<file path="config.mk">
export PLATFORM = sky130hd
export DESIGN_NAME = instr_form_decoder
export DESIGN_NICKNAME = d
export VERILOG_FILES = /design/src/rtl/dec_pkg.sv /design/src/rtl/dec_field_split.sv /design/src/rtl/dec_op_table.sv /design/src/rtl/dec_branch_check.sv /design/src/rtl/instr_form_decoder.sv
export SDC_FILE = /design/constraint.sdc
export NUM_CORES = 1
export LEC_CHECK = 0
export ABC_AREA = 1
export BUFFER_PORTS_ARGS = -buffer_cell sky130_fd_sc_hd__clkbuf_2
export CAP_MARGIN = 20
export CORE_AREA = 8 8 52 54
export DETAILED_ROUTE_END_ITERATION = 7
export DIE_AREA = 0 0 60 62
export PLACE_DENSITY = 0.76
export SLEW_MARGIN = 20
export SYNTH_ARGS = -nofsm -noshare
export SYNTH_HDL_FRONTEND = slang
export SYNTH_HIERARCHICAL = 1
export SYNTH_SLANG_ARGS = --single-unit
</file>
<file path="constraint.sdc">
create_clock -name vclk -period 2.2
set_input_delay 0.33 -clock vclk [all_inputs]
set_output_delay 0.33 -clock vclk [all_outputs]
set_load 0.03 [all_outputs]
</file>
<file path="src/rtl/dec_pkg.sv">
package dec_pkg;

  localparam int WORD_W   = 16;
  localparam int OPC_W    = 8;
  localparam int RIDX_W   = 4;
  localparam int IMM_W    = 8;
  localparam int LEN_W    = 3;
  localparam int BR_OPC_W = 4;
  localparam int BR_LAST  = 9;

  localparam logic [1:0] FORM_REG    = 2'd1;
  localparam logic [1:0] FORM_SHORT  = 2'd2;
  localparam logic [1:0] FORM_BRANCH = 2'd3;

  typedef enum logic [1:0] {
    EXT_NONE = 2'd0,
    EXT_HALF = 2'd1,
    EXT_WORD = 2'd2
  } ext_e;

  // Size of the extension that follows a form-1 word
  function automatic ext_e f1_ext(input logic [OPC_W-1:0] op);
    ext_e r;
    r = EXT_NONE;
    if (op inside {8'h01, 8'h03, 8'h08, 8'h09, 8'h1A, 8'h1B, 8'h1D,
                   8'h1F, 8'h20, 8'h22, 8'h24, 8'h30})
      r = EXT_WORD;
    else if (op inside {8'h0C, 8'h0D, [8'h36:8'h39]})
      r = EXT_HALF;
    return r;
  endfunction

  function automatic logic f1_illegal(input logic [OPC_W-1:0] op);
    return (op == 8'h00) || (op inside {[8'h16:8'h18]}) || (op > 8'h39);
  endfunction

  function automatic logic f1_trap(input logic [OPC_W-1:0] op);
    return op == 8'h35;
  endfunction

  function automatic logic f1_flow(input logic [OPC_W-1:0] op);
    return op inside {8'h03, 8'h04, 8'h19, 8'h1A, 8'h25, 8'h30};
  endfunction

  function automatic logic br_illegal(input logic [BR_OPC_W-1:0] op);
    return int'(op) > BR_LAST;
  endfunction

  // Total byte count of an instruction for a given extension class
  function automatic logic [LEN_W-1:0] len_bytes(input ext_e e);
    logic [LEN_W-1:0] l;
    case (e)
      EXT_HALF: l = 3'd4;
      EXT_WORD: l = 3'd6;
      default:  l = 3'd2;
    endcase
    return l;
  endfunction

endpackage

</file>
<file path="src/rtl/dec_field_split.sv">
module dec_field_split
  import dec_pkg::*;
#(
  parameter int P_WORD_W = WORD_W,
  parameter int P_OPC_W  = OPC_W,
  parameter int P_RIDX_W = RIDX_W,
  parameter int P_IMM_W  = IMM_W
) (
  input  logic [P_WORD_W-1:0] word_i,
  output logic [1:0]          form_o,
  output logic [P_OPC_W-1:0]  opc_o,
  output logic [P_RIDX_W-1:0] ra_o,
  output logic [P_RIDX_W-1:0] rb_o,
  output logic [P_IMM_W-1:0]  imm_o
);
  localparam int TOP   = P_WORD_W - 1;
  localparam int SUB   = P_WORD_W - 2;
  localparam int F2_OW = 2;
  localparam int F3_OW = BR_OPC_W;
  localparam int F2_OL = SUB - F2_OW;
  localparam int F3_OL = SUB - F3_OW;

  logic sel_short, sel_branch;
  assign sel_branch = word_i[TOP] & word_i[SUB];
  assign sel_short  = word_i[TOP] & ~word_i[SUB];

  always_comb begin
    form_o = FORM_REG;
    opc_o  = word_i[TOP -: P_OPC_W];
    ra_o   = word_i[2*P_RIDX_W-1 -: P_RIDX_W];
    rb_o   = word_i[P_RIDX_W-1:0];
    imm_o  = '0;
    if (sel_short) begin
      form_o = FORM_SHORT;
      opc_o  = P_OPC_W'(word_i[SUB-1 -: F2_OW]);
      ra_o   = word_i[F2_OL-1 -: P_RIDX_W];
      rb_o   = '0;
      imm_o  = word_i[P_IMM_W-1:0];
    end else if (sel_branch) begin
      form_o = FORM_BRANCH;
      opc_o  = P_OPC_W'(word_i[SUB-1 -: F3_OW]);
      ra_o   = '0;
      rb_o   = '0;
    end
  end

  logic unused_f3;
  assign unused_f3 = ^F3_OL;

  always_comb begin
    if (form_o == FORM_SHORT)
      AST_SHORT_FIELDS: assert (rb_o == '0 && opc_o < 4) else $error("short form fields");
    if (form_o == FORM_BRANCH)
      AST_BRANCH_FIELDS: assert (ra_o == '0 && rb_o == '0 && imm_o == '0 && opc_o < 16) else $error("branch fields");
  end
endmodule

</file>
<file path="src/rtl/dec_op_table.sv">
module dec_op_table
  import dec_pkg::*;
#(
  parameter int P_OPC_W = OPC_W
) (
  input  logic [P_OPC_W-1:0] opc_i,
  output ext_e               ext_o,
  output logic               ill_o,
  output logic               trap_o,
  output logic               flow_o
);
  localparam int TABLE_N = 1 << P_OPC_W;

  logic [TABLE_N-1:0] ill_vec, trap_vec, flow_vec;
  ext_e               ext_vec [TABLE_N];

  for (genvar g = 0; g < TABLE_N; g++) begin : g_row
    assign ill_vec[g]  = f1_illegal(OPC_W'(g));
    assign trap_vec[g] = f1_trap(OPC_W'(g));
    assign flow_vec[g] = f1_flow(OPC_W'(g));
    assign ext_vec[g]  = f1_ext(OPC_W'(g));
  end

  assign ill_o  = ill_vec[opc_i];
  assign trap_o = trap_vec[opc_i];
  assign flow_o = flow_vec[opc_i];
  assign ext_o  = ext_vec[opc_i];

  always_comb begin
    AST_TRAP_LEGAL: assert (!(trap_o && ill_o)) else $error("trap marked illegal");
    AST_ILL_NO_EXT: assert (!(ill_o && ext_o != EXT_NONE)) else $error("illegal with extension");
  end
endmodule

</file>
<file path="src/rtl/dec_branch_check.sv">
module dec_branch_check
  import dec_pkg::*;
#(
  parameter int P_BR_W = BR_OPC_W
) (
  input  logic [P_BR_W-1:0] br_op_i,
  output logic              ill_o
);
  localparam int BR_N = 1 << P_BR_W;

  logic [BR_N-1:0] ill_vec;
  for (genvar g = 0; g < BR_N; g++) begin : g_br
    assign ill_vec[g] = br_illegal(BR_OPC_W'(g));
  end
  assign ill_o = ill_vec[br_op_i];

  always_comb begin
    if (br_op_i == '0)
      AST_BR_ZERO_OK: assert (!ill_o) else $error("branch opcode 0 illegal");
  end
endmodule

</file>
<file path="src/rtl/instr_form_decoder.sv">
module instr_form_decoder
  import dec_pkg::*;
(
  input  logic [WORD_W-1:0] instr_i,
  output logic [1:0]        form_o,
  output logic [OPC_W-1:0]  opcode_o,
  output logic [RIDX_W-1:0] reg_a_o,
  output logic [RIDX_W-1:0] reg_b_o,
  output logic [IMM_W-1:0]  imm_o,
  output logic [LEN_W-1:0]  len_o,
  output logic              illegal_o,
  output logic              trap_o,
  output logic              flow_o
);
  // Named internal events
  ext_e f1_ext_w;
  logic f1_ill_w, f1_trap_w, f1_flow_w, br_ill_w;
  logic is_reg, is_branch;

  dec_field_split #(
    .P_WORD_W(WORD_W), .P_OPC_W(OPC_W), .P_RIDX_W(RIDX_W), .P_IMM_W(IMM_W)
  ) u_split (
    .word_i(instr_i), .form_o(form_o), .opc_o(opcode_o),
    .ra_o(reg_a_o), .rb_o(reg_b_o), .imm_o(imm_o)
  );

  dec_op_table #(.P_OPC_W(OPC_W)) u_tab (
    .opc_i(opcode_o), .ext_o(f1_ext_w), .ill_o(f1_ill_w),
    .trap_o(f1_trap_w), .flow_o(f1_flow_w)
  );

  dec_branch_check #(.P_BR_W(BR_OPC_W)) u_br (
    .br_op_i(opcode_o[BR_OPC_W-1:0]), .ill_o(br_ill_w)
  );

  assign is_reg    = (form_o == FORM_REG);
  assign is_branch = (form_o == FORM_BRANCH);

  always_comb begin
    illegal_o = (is_reg & f1_ill_w) | (is_branch & br_ill_w);
    trap_o    = is_reg & f1_trap_w;
    flow_o    = is_branch | (is_reg & f1_flow_w);
    len_o     = 3'd2;
    if (is_reg && !f1_ill_w) len_o = len_bytes(f1_ext_w);
  end

  always_comb begin
    if (illegal_o)
      AST_ILL_SHORT: assert (len_o == 3'd2) else $error("illegal not 2 bytes");
    AST_LEN_SET: assert (len_o == 3'd2 || len_o == 3'd4 || len_o == 3'd6) else $error("bad length");
    if (trap_o)
      AST_TRAP_FORM: assert (form_o == FORM_REG && !illegal_o) else $error("trap form");
    if (instr_i[WORD_W-1] && instr_i[WORD_W-2])
      AST_BRANCH_FLOW: assert (flow_o && form_o == FORM_BRANCH) else $error("branch flow");
    if (!instr_i[WORD_W-1])
      AST_REG_FORM: assert (form_o == FORM_REG) else $error("register form");
  end
endmodule

</file>
==> impl_metrics.toml <==
[synth]
syn_avg_cell_area_um2 = 4.83
yosysTopAreaCellShare_pct = 20.8
yosysMostFrequentCell = "nand2_1"
yosys.area.top_type = "nand2_1"
syn_nets = 151
synth_cell_types = 23
synth_cells = 131
yosys-top-cells-area = "nand2_1, inv_1, nor2_2"
synth_common_cells = "nand2_1, inv_1, nor2_1"
ys_warn_count = 6
syn_area_um2 = 633
synth.yosys.seq_area_share_pct = 0

[power_and_ir_drop]
power_leakage_nw = 0.744
vdd_drop_max_mv = 0.153
p_per_area_nw_per_um2 = 260

[global_route]
grt_max_degree = 16
grt_pass1_vias = 994
overflow = 0
grt_pass1_wl_mm = 4.04
antenna_found_initial = 0
track_usage_pct = 13.2

[die]
rows = 16
initial_core_util_pct = 33.3
dieArea_um2 = 3720
core_um2 = 1900
fp.dieW_um = 60
io_pins = 48
die_height_um = 62

[timing]
fin_crit_sh_pct = 99.6
slew_violations = 0
worst_slack_ps = 7.80
max_freq_ghz = 0.456
hold_violations = 0
setup_viol = 0
fin_crit_ps = 2190
rsz0062_at_grt = "true"

[finish]
nets = 220
register_area_um2 = 0
insertedDiodeCount = 0
drive_gt1_share_pct = 60.6
n_sequential_cell = 0
fillers = 165
syn2layout_area_growth_pct = 110
final_area_um2 = 1330
clockBufferCount = 0

[drt]
vias = 1029
wl_per_cell_um = 12.1
antenna_left = 0
firstDrtPassIters = 4
drc = 0
vias_per_cell = 4.57
drt_first_iter_violations = 17
routed_wl_mm = 2.72

[critical_path]
cp-start-kind = "input pin"
critPathSlowestCell = "ha_4"
worstPathBufferInverterCount = 6
cp_data_arrival_time_ps = 1860
cp.required_ps = 1870
worstPathMaxFanout = 5
max_stage_delay_ps = 210
endpoint_kind = "output port"
worstSetupPathType = "in2out"
path_cells = "buf_12 > inv_8 > nand3_4 > nand3_4 > inv_4 > ha_4 > inv_2 > nand2_2 > nand3_2 > nand2_1 > a21oi_2 > nor2_1 > inv_1 > ha_4 > nor2_4 > buf_8"
crit_family = "buffers and inverters"

[flow_run]
drv_cap = 0

[placement]
dpl_cell_area_um2 = 1130
placement.io_buffers = 46
dp_hpwl_mm = 2.15
dp_slack_ps = -175
gp_congestion = 0.906

[hold_path]
hp-class = "in2out"

[clock_network]
hold_buffers = 0

[status]
outcome = "finished, final reports clean"
layout make-up:
type	count	area (um^2)	share of cell area, %
tap	27	33.8	2.54
inverter	26	120	9.03
multi-input combinational	101	701	52.7
timing repair buffer	71	475	35.7
placed cells by master (no fill, tap or decap), drive strengths merged, types with 4 or more instances in the layout:
| cell type | instances |
|---|---|
| a21oi | 5 |
| buf | 30 |
| clkbuf | 41 |
| nor2 | 27 |
| ha | 4 |
| inv | 26 |
| o21ai | 8 |
| nand3 | 12 |
| nand2 | 36 |
report_power, final:
part | switching, W | internal [W] | total, W | leakage [nW]
Combinational | 0.000214 | 0.000133 | 0.000346 | 0.744
Clock | 0 | 0 | 0 | 0
Sequential | 0 | 0 | 0 | 0
Total | 0.000214 | 0.000133 | 0.000346 | 0.744
path summary, 6_finish.rpt:
check,start,endpoint,slack [ps],cells past startpoint
worst max-delay path,instr_i[14],len_o[2],8,16
worst min-delay path,instr_i[6],imm_o[6],1010,4
tightest hold or removal path, cell delays in order:
cell and delay [ps]:
clkbuf_2 90, inv_1 60, nor2_2 40, clkbuf_2 170
layer usage:
| layer | wire [um] | share of wire [%] | up-vias | global-route usage [%] |
|---|---|---|---|---|
| met4 | 12 | 0.44 | 0 | 0.680 |
| met5 | 0 | 0 | - | 0 |
| met2 | 1480 | 54 | 32 | 26.6 |
| met1 | 1030 | 38 | 459 | 14.1 |
| met3 | 193 | 7.1 | 2 | 2.88 |
| li1 | - | - | 536 | - |
per-stage QoR:
step	instances	hold slack (ps)	setup TNS [ps]	total power [W]	utilization, %
after floorplan	131	782	0	0.000192	-
after global placement	221	1010	-279	0.000290	59.2
after detailed placement	221	1010	-284	0.000293	59.2
after CTS	223	1010	0	0.000307	63.0
after global routing	225	1020	-124	0.000374	69.9
final	225	1010	0	0.000346	69.9
cells by family (layout without fill, tap and decap cells):
logic type                 count (synthesis)  after routing  synth area share, %
and+or+nand+nor                           81             81                 59.9
other                                      2              2                 1.19
buffers and inverters                     30             97                 19.6
adders and majority gates                  4              4                 7.91
AOI/OAI and AO/OA                         14             14                 11.5
what timing repair did:
action	CTS	global route
buffers inserted	2	2
setup endpoints to repair	4	4
hold endpoints to repair	0	0
gates resized for setup	16	36
pin swaps	2	14
Power figures use the tool's default switching activity.
